### config.mk
export PLATFORM = sky130hd
export DESIGN_NAME = i2cmem_slave
export DESIGN_NICKNAME = d
export VERILOG_FILES = /design/src/rtl/i2cmem_pkg.sv /design/src/rtl/i2cmem_sync.sv /design/src/rtl/i2cmem_ptr.sv /design/src/rtl/i2cmem_rdbuf.sv /design/src/rtl/i2cmem_slave.sv
export SDC_FILE = /design/constraint.sdc
export NUM_CORES = 1
export LEC_CHECK = 0
export BUFFER_PORTS_ARGS = -buffer_cell sky130_fd_sc_hd__buf_2
export CAP_MARGIN = 20
export CORE_MARGIN = 3
export CORE_UTILIZATION = 40
export CTS_CLUSTER_DIAMETER = 80
export DETAILED_ROUTE_END_ITERATION = 8
export MAX_ROUTING_LAYER = met4
export PLACE_DENSITY = 0.59
export SLEW_MARGIN = 20
export SYNTH_ARGS = -nofsm -noshare
export SYNTH_HDL_FRONTEND = slang
export SYNTH_SLANG_ARGS = --single-unit
export TNS_END_PERCENT = 10
### constraint.sdc
create_clock -name clk -period 2.1 [get_ports clk]
set_input_delay 0.42 -clock clk [delete_from_list [all_inputs] [get_ports clk]]
set_output_delay 0.42 -clock clk [all_outputs]
set_load 0.1 [all_outputs]
### src/rtl/i2cmem_pkg.sv
package i2cmem_pkg;
   typedef enum logic [2:0] {
      ST_IDLE,
      ST_CTRL,
      ST_ADDR,
      ST_WDATA,
      ST_ACK,
      ST_TX,
      ST_MACK,
      ST_HOLD
   } mem_state_t;
endpackage

### src/rtl/i2cmem_sync.sv
module i2cmem_sync #(
   parameter int STAGES = 2
) (
   input  logic clk,
   input  logic rst_n,
   input  logic scl_i,
   input  logic sda_i,
   output logic scl_s,
   output logic sda_s,
   output logic scl_rise,
   output logic scl_fall,
   output logic start_det,
   output logic stop_det
);
   logic [1:0] raw;
   logic [1:0] synced;
   logic [1:0] prev;

   assign raw = {scl_i, sda_i};

   if (STAGES < 2) begin : g_bad_stages
      $error("i2cmem_sync: STAGES must be at least 2");
   end

   for (genvar g = 0; g < 2; g++) begin : g_line
      logic [STAGES-1:0] chain;
      always_ff @(posedge clk or negedge rst_n) begin
         if (!rst_n) chain <= '1;
         else        chain <= {chain[STAGES-2:0], raw[g]};
      end
      assign synced[g] = chain[STAGES-1];
   end

   always_ff @(posedge clk or negedge rst_n) begin
      if (!rst_n) prev <= 2'b11;
      else        prev <= synced;
   end

   assign scl_s     = synced[1];
   assign sda_s     = synced[0];
   assign scl_rise  = synced[1] & ~prev[1];
   assign scl_fall  = ~synced[1] & prev[1];
   assign start_det = synced[1] & prev[1] & prev[0] & ~synced[0];
   assign stop_det  = synced[1] & prev[1] & ~prev[0] & synced[0];
endmodule

### src/rtl/i2cmem_ptr.sv
module i2cmem_ptr #(
   parameter int OFF_W = 8,
   parameter int BLK_W = 1,
   localparam int ADDR_W = OFF_W + BLK_W
) (
   input  logic              clk,
   input  logic              rst_n,
   input  logic              set_blk,
   input  logic [BLK_W-1:0]  blk_in,
   input  logic              load_off,
   input  logic [OFF_W-1:0]  off_in,
   input  logic              inc,
   output logic [ADDR_W-1:0] ptr_q,
   output logic [ADDR_W-1:0] rd_addr
);
   logic [BLK_W-1:0] blk_q;
   logic [OFF_W-1:0] off_q;
   logic [BLK_W-1:0] blk_eff;

   if (BLK_W < 1) begin : g_bad_blk
      $error("i2cmem_ptr: BLK_W must be at least 1");
   end

   always_ff @(posedge clk or negedge rst_n) begin
      if (!rst_n) begin
         blk_q <= '0;
         off_q <= '0;
      end else begin
         if (set_blk) blk_q <= blk_in;
         if (load_off)  off_q <= off_in;
         else if (inc)  off_q <= off_q + 1'b1;
      end
   end

   assign blk_eff = set_blk ? blk_in : blk_q;
   assign ptr_q   = {blk_q, off_q};
   assign rd_addr = {blk_eff, off_q};
endmodule

### src/rtl/i2cmem_rdbuf.sv
module i2cmem_rdbuf #(
   parameter int LAT = 1
) (
   input  logic       clk,
   input  logic       rst_n,
   input  logic       req,
   input  logic [7:0] rd_data,
   output logic [7:0] data_q
);
   logic valid;

   if (LAT < 1 || LAT > 4) begin : g_bad_lat
      $error("i2cmem_rdbuf: LAT must be 1 to 4");
   end

   if (LAT == 1) begin : g_lat1
      always_ff @(posedge clk or negedge rst_n) begin
         if (!rst_n) valid <= 1'b0;
         else        valid <= req;
      end
   end else begin : g_latn
      logic [LAT-1:0] pipe;
      always_ff @(posedge clk or negedge rst_n) begin
         if (!rst_n) pipe <= '0;
         else        pipe <= {pipe[LAT-2:0], req};
      end
      assign valid = pipe[LAT-1];
   end

   always_ff @(posedge clk or negedge rst_n) begin
      if (!rst_n)     data_q <= '0;
      else if (valid) data_q <= rd_data;
   end
endmodule

### src/rtl/i2cmem_slave.sv
module i2cmem_slave
   import i2cmem_pkg::*;
#(
   parameter int          OFF_W       = 8,
   parameter int          BLK_W       = 1,
   parameter int          DEV_W       = 2,
   parameter int          SYNC_STAGES = 2,
   parameter int          RD_LAT      = 1,
   parameter logic [3:0]  CTRL_CODE   = 4'b1010,
   localparam int         ADDR_W      = OFF_W + BLK_W
) (
   input  logic              clk,
   input  logic              rst_n,
   input  logic              scl_i,
   input  logic              sda_i,
   output logic              sda_oe,
   input  logic [DEV_W-1:0]  dev_sel,
   output logic              mem_rd_en,
   output logic [ADDR_W-1:0] mem_addr,
   input  logic [7:0]        mem_rd_data
);
   localparam int BLK_LO = 1;
   localparam int DEV_LO = BLK_LO + BLK_W;

   if (4 + DEV_W + BLK_W + 1 != 8) begin : g_bad_ctrl
      $error("i2cmem_slave: control byte fields must total 8 bits");
   end
   if (OFF_W < 1 || OFF_W > 8) begin : g_bad_off
      $error("i2cmem_slave: OFF_W must be 1 to 8");
   end

   logic scl_s, sda_s, scl_rise, scl_fall, start_det, stop_det;

   i2cmem_sync #(.STAGES(SYNC_STAGES)) u_sync (
      .clk(clk), .rst_n(rst_n), .scl_i(scl_i), .sda_i(sda_i),
      .scl_s(scl_s), .sda_s(sda_s), .scl_rise(scl_rise), .scl_fall(scl_fall),
      .start_det(start_det), .stop_det(stop_det)
   );

   mem_state_t state, after_ack;
   logic [2:0] bit_cnt;
   logic       byte_rdy;
   logic [7:0] shreg;
   logic [7:0] txsh;
   logic       macked;
   logic [7:0] txbuf;

   logic             byte_evt;
   logic             code_ok, dev_ok, ctrl_hit, rw_bit;
   logic [BLK_W-1:0] blk_field;
   logic             fetch;
   logic             load_off;
   logic [ADDR_W-1:0] ptr_q;

   assign byte_evt  = byte_rdy & scl_fall;
   assign code_ok   = (shreg[7:4] == CTRL_CODE);
   assign dev_ok    = (shreg[DEV_LO +: DEV_W] == dev_sel);
   assign blk_field = shreg[BLK_LO +: BLK_W];
   assign rw_bit    = shreg[0];
   assign ctrl_hit  = (state == ST_CTRL) & byte_evt & code_ok & dev_ok;
   assign fetch     = (ctrl_hit & rw_bit) |
                      ((state == ST_MACK) & scl_rise & ~sda_s);
   assign load_off  = (state == ST_ADDR) & byte_evt;
   assign mem_rd_en = fetch;

   i2cmem_ptr #(.OFF_W(OFF_W), .BLK_W(BLK_W)) u_ptr (
      .clk(clk), .rst_n(rst_n),
      .set_blk(ctrl_hit), .blk_in(blk_field),
      .load_off(load_off), .off_in(shreg[OFF_W-1:0]),
      .inc(fetch), .ptr_q(ptr_q), .rd_addr(mem_addr)
   );

   i2cmem_rdbuf #(.LAT(RD_LAT)) u_rdbuf (
      .clk(clk), .rst_n(rst_n), .req(fetch),
      .rd_data(mem_rd_data), .data_q(txbuf)
   );

   always_ff @(posedge clk or negedge rst_n) begin
      if (!rst_n) begin
         state     <= ST_IDLE;
         after_ack <= ST_IDLE;
         bit_cnt   <= '0;
         byte_rdy  <= 1'b0;
         shreg     <= '0;
         txsh      <= '0;
         macked    <= 1'b0;
         sda_oe    <= 1'b0;
      end else if (start_det) begin
         state    <= ST_CTRL;
         bit_cnt  <= '0;
         byte_rdy <= 1'b0;
         sda_oe   <= 1'b0;
      end else if (stop_det) begin
         state    <= ST_IDLE;
         bit_cnt  <= '0;
         byte_rdy <= 1'b0;
         sda_oe   <= 1'b0;
      end else begin
         case (state)
            ST_CTRL, ST_ADDR, ST_WDATA: begin
               if (scl_rise) begin
                  shreg   <= {shreg[6:0], sda_s};
                  bit_cnt <= bit_cnt + 1'b1;
                  if (bit_cnt == 3'd7) byte_rdy <= 1'b1;
               end else if (byte_evt) begin
                  byte_rdy <= 1'b0;
                  if (state == ST_CTRL) begin
                     if (ctrl_hit) begin
                        sda_oe    <= 1'b1;
                        state     <= ST_ACK;
                        after_ack <= rw_bit ? ST_TX : ST_ADDR;
                     end else begin
                        state <= ST_HOLD;
                     end
                  end else begin
                     sda_oe    <= 1'b1;
                     state     <= ST_ACK;
                     after_ack <= ST_WDATA;
                  end
               end
            end
            ST_ACK: begin
               if (scl_fall) begin
                  bit_cnt <= '0;
                  state   <= after_ack;
                  if (after_ack == ST_TX) begin
                     txsh   <= txbuf;
                     sda_oe <= ~txbuf[7];
                  end else begin
                     sda_oe <= 1'b0;
                  end
               end
            end
            ST_TX: begin
               if (scl_fall) begin
                  if (bit_cnt == 3'd7) begin
                     sda_oe <= 1'b0;
                     state  <= ST_MACK;
                  end else begin
                     sda_oe  <= ~txsh[6];
                     txsh    <= {txsh[6:0], 1'b0};
                     bit_cnt <= bit_cnt + 1'b1;
                  end
               end
            end
            ST_MACK: begin
               if (scl_rise) begin
                  macked <= ~sda_s;
               end else if (scl_fall) begin
                  if (macked) begin
                     txsh    <= txbuf;
                     sda_oe  <= ~txbuf[7];
                     bit_cnt <= '0;
                     state   <= ST_TX;
                  end else begin
                     state <= ST_HOLD;
                  end
               end
            end
            default: begin
               sda_oe <= 1'b0;
            end
         endcase
      end
   end
endmodule

After elaboration in Yosys (flattened, before gate mapping) --
Index checks and enable logic that the tools add are counted.
Operators by class: add/subtract/negate cells 2, equal/unequal tests 30, mux-type cells 57, bitwise logic cells 25, reduce and logical (&&, ||, !) cells 14
Operators by type and width (number):
- $mux 3 | 22
- $mux 7 | 7
- $ne 4x4->1 const B | 10
- $pmux 3 s4 | 2
- $reduce_and 8->1 | 3
- $pmux 7 s3 | 1
- $mux 1 | 20
- $mux 8 | 2
- $ne 2x2->1 const B | 8
- $and 1x1->1 | 15
- $eq 3x3->1 const B | 5
- $reduce_and 10->1 | 1
- $not 1->1 | 9
- $add 8x1->8 const B | 1
- $reduce_and 4->1 | 2
- $eq 3x2->1 const B | 2
- $reduce_and 6->1 | 1
- $reduce_bool 3->1 | 2
- $reduce_bool 6->1 | 1
- $ne 5x5->1 const B | 1
- $eq 4x4->1 const B | 1
- $mux 2 | 2
- $ne 4x1->1 const B | 1
- $pmux 1 s4 | 1
- 8 further kinds | 8
Storage, ports and cells: bits in registers 51, output and inout bits 11, logic and storage cells 143

Depth between registers and ports, before layout --
depth in word-level cells 13, gate-level depth with buffers 8, mapped depth without buffers 7

Cells and area by module --
A second synthesis with hierarchy kept.
Unflattened totals: cell total of the unflattened synthesis 234, area total of the unflattened synthesis 2658.8 µm²
By module, submodules not included:
- i2cmem_slave | times used 1, cells each 145, area an instance 1546.5 µm², seq. area each 675.6 µm²
- i2cmem_ptr | times used 1, cells each 61, area an instance 565.5 µm², seq. area each 225.2 µm²
- i2cmem_rdbuf | times used 1, cells each 18, area an instance 356.6 µm², seq. area each 225.2 µm²
- i2cmem_sync | times used 1, cells each 10, area an instance 190.2 µm², seq. area each 157.7 µm²

Least setup slack after synthesis --
No wires, ideal clock.
kind register to output, start point register u_sync.prev[1], end point output port mem_addr[8], arrival 1698 ps, setup slack -18 ps, cell stages (with the launch flop) 6, buffers on the path 1, cells stage by stage dfstp_2 > nand3b_4 > nor4b_1 > nand2_1 > mux2_2 > buf_4
Between the ends: cells in the longest elaborated chain, start to end 6
Ends and longest elaborated chain:
- from (decl) | RTL line i2cmem_sync.sv:17 | logic [1:0] prev;
- from (signal assigned) | RTL line i2cmem_sync.sv:36 | else prev <= synced;
- $and 1x1->1 | RTL line i2cmem_sync.sv:42 | assign scl_fall = ~synced[1] & prev[1];
- $and 1x1->1 | RTL line i2cmem_slave.sv:55 | assign byte_evt = byte_rdy & scl_fall;
- $and 1x1->1 (3 in a row) | RTL line i2cmem_slave.sv:60 | assign ctrl_hit = (state == ST_CTRL) & byte_evt & code_ok & dev_ok;
- $mux 1
- to (decl) | RTL line i2cmem_slave.sv:19 | output logic [ADDR_W-1:0] mem_addr,
Every way passes these cells.

Worst setup path in the final report --
Ends and elaborated chain as after synthesis.

==> run metrics <==
outcome finished with violations; failing checks setup timing; number of synthesized flops with an enable pin 0; flops & latches, synth 51; first-pass GRT wire length 9380 um; top_reg_cell synth dfrtp_1; Pleak 1.44 nW; Total Nets Final 299; via count 1941; Final WS setup -0.183 ns; Max VDD drop 0.721 mV; Die W 85.3 um; max_slew headroom 0.672; Worst R2R Start u_sync.prev[1]$_DFF_PN1_; Setup-failing EPs final 2; fill count 544; # Max-Cap Violations 0; PD cells 1280 mW/mm^2; power consumption 3.98 mW; CTS hold repair buffers 0; Post-DP HPWL 3930 um; worst hold slack 0.0655 ns; FP Rows 28; clk buf depth 2; Worst-Margin Slew 0.495 ns; Max Clock Freq 0.438 GHz; critical-path maximum fanout 3; RSZ-0062 raised after global routing yes; H-tree levels 2; clock network latency to the later pin of the worst-skew pair 0.30 ns; final antenna diode count 0; Critical R2R Capture sda_oe$_DFFE_PN0P_; Routed Antenna Nets 0; sequential fraction of the synthesis area 0.510; Setup crit end kind output pin; Mapped Avg Cell Area 10.7 sq um; final hold violation count 0; Finished Layout Cells 358; vias per cell 5.42; R2R depth 5; commonest non-fill, non-tap cell in the layout dfrtp_1; total core area 0.00599 sq mm; Required @ worst endpoint 1.68 ns; Routed WL per cell 14.9 um; vias in the first global route 1960; DR DRC count 0; routability congestion estimate 0.930; FFs w/ async S/R, synth 1.00; crit path kind reg2out; Initial DRC Count 174; commonest cells after routing, fill and taps aside dfrtp_1, nand2_1, buf_4, buf_2, mux2_2; total gr overflow 0; DRT Wirelength 5320 um; total clock sinks 51; GR Util All Layers 0.166; CP Launch Type register; placed insts 350; synthesized net count 252; Clock Skew 0.00652 ns; drt first pass iters 4; final core area utilization 0.517; Hold Crit Class in2async; Final Max Tran Viols 0; Initial Util 0.420; critical path startpoint u_sync.prev[1]$_DFF_PN1_; CTS root buf clkbuf_8; Die Y-Extent 85.3 um; CTS tree built; Mapped Cells 235; Die ar. 0.00727 sq mm; initial antenna violation count 0; Distinct cells, synth 53; Tcrit/Tclk final 1.09; cts bufs inserted 5; port buffer count 24; CTS clk-pin slew, worst paths 0.09 ns; setup TNS -0.246 ns; largest net degree at the start of global routing 33; I/O Pins 25; yosys warns 0; Arr. time, crit path 1.86 ns; share of cells above drive strength 1 0.336; min Tclk post-route 2.28 ns; Mapped Area 0.00251 sq mm; flop-to-flop setup slack 0.06 ns; Layout area overhead 23.2%
## metrics by stage
| step | instance area [sq um] | setup slack, ns |
|---|---|---|
| detailed placement | 2920 | 0.0405 |
| global route | 3100 | -0.265 |
| floorplan | 2520 | 0.0473 |
| global placement | 2920 | 0.0816 |
| finish | 3100 | -0.183 |
| CTS | 3090 | -0.200 |
## critical path, stage by stage (launching register included)
cell and delay (ns):
dfstp_2 0.56, nand3b_4 0.10, nor4b_4 0.31, nand2_1 0.10
mux2_2 0.31, buf_12 0.17
## cells by family after synthesis
kind of cell               count (synthesis)  synth area share
DFF                                       51             0.510
xor gates and xnor gates                   3            0.0104
and+or+nand+nor                           73             0.153
muxes                                     27             0.118
adders and majority gates                  3            0.0149
buffers and inverters                     18            0.0303
AOI/OAI and AO/OA                         60             0.163
## metal layers
| layer | track usage | vias up | wire [um] |
|---|---|---|---|
| li1 | - | 957 | - |
| met1 | 0.228 | 946 | 2580 |
| met2 | 0.247 | 30 | 2480 |
| met3 | 0.0320 | 8 | 179 |
| met4 | 0.0561 | 0 | 82 |
| met5 | - | - | 0 |
## cells in the mapped netlist (5+ instances only)
library cell / instances / share of area
a21oi_1: 7 / 0.014
clkbuf_1: 5 / 0.0075
dfrtp_1: 45 / 0.45
dfstp_2: 6 / 0.063
inv_1: 9 / 0.013
mux2_2: 21 / 0.094
mux2i_1: 6 / 0.024
nand2_1: 26 / 0.039
nand2b_1: 5 / 0.012
nor2_1: 14 / 0.021
nor3_1: 6 / 0.012
o21ai_0: 18 / 0.036
o31ai_1: 5 / 0.015
## sequential cells by signal, summed over array words and instances, names as in the netlist
name                 cells
macked                   1
state                    3
u_ptr.off_q              8
u_sync.g_line.chain      4
txsh                     7
sda_oe                   1
u_rdbuf.valid            1
u_rdbuf.data_q           8
shreg                    8
byte_rdy                 1
u_ptr.blk_q              1
after_ack                3
bit_cnt                  3
u_sync.prev              2
## power by group
| part | switching, mW | total [mW] | internal, mW |
|---|---|---|---|
| clock | 0.316 | 0.792 | 0.476 |
| sequential | 0.239 | 1.53 | 1.30 |
| combinational | 1.02 | 1.65 | 0.636 |
| total | 1.57 | 3.98 | 2.41 |
## cell type report
| type | instances | area [sq um] | share of cell area |
|---|---|---|---|
| clock buffers | 6 | 72.6 | 0.0234 |
| clock inverters | 2 | 60.1 | 0.0194 |
| inverters | 9 | 33.8 | 0.0109 |
| multi-input cells | 166 | 1200 | 0.389 |
| flip-flops and latches | 51 | 1280 | 0.414 |
| well taps | 75 | 93.8 | 0.0303 |
| repair buffers | 49 | 350 | 0.113 |
## worst max-delay path by stage
stage / to
floorplan: mem_rd_en
global placement: sda_oe$_DFFE_PN0P_
detailed placement: mem_addr[8]
CTS: mem_addr[8]
global route: mem_addr[8]
finish: mem_addr[8]
## repair_timing
action                                  CTS  global route
pin swaps                                 1             2
endpoints found under the setup margin    2             3
gates resized for setup                   5             3
endpoints found under the hold margin     0             0
setup buffers                             0             0
Note: power is estimated with default switching activity, not from simulation.
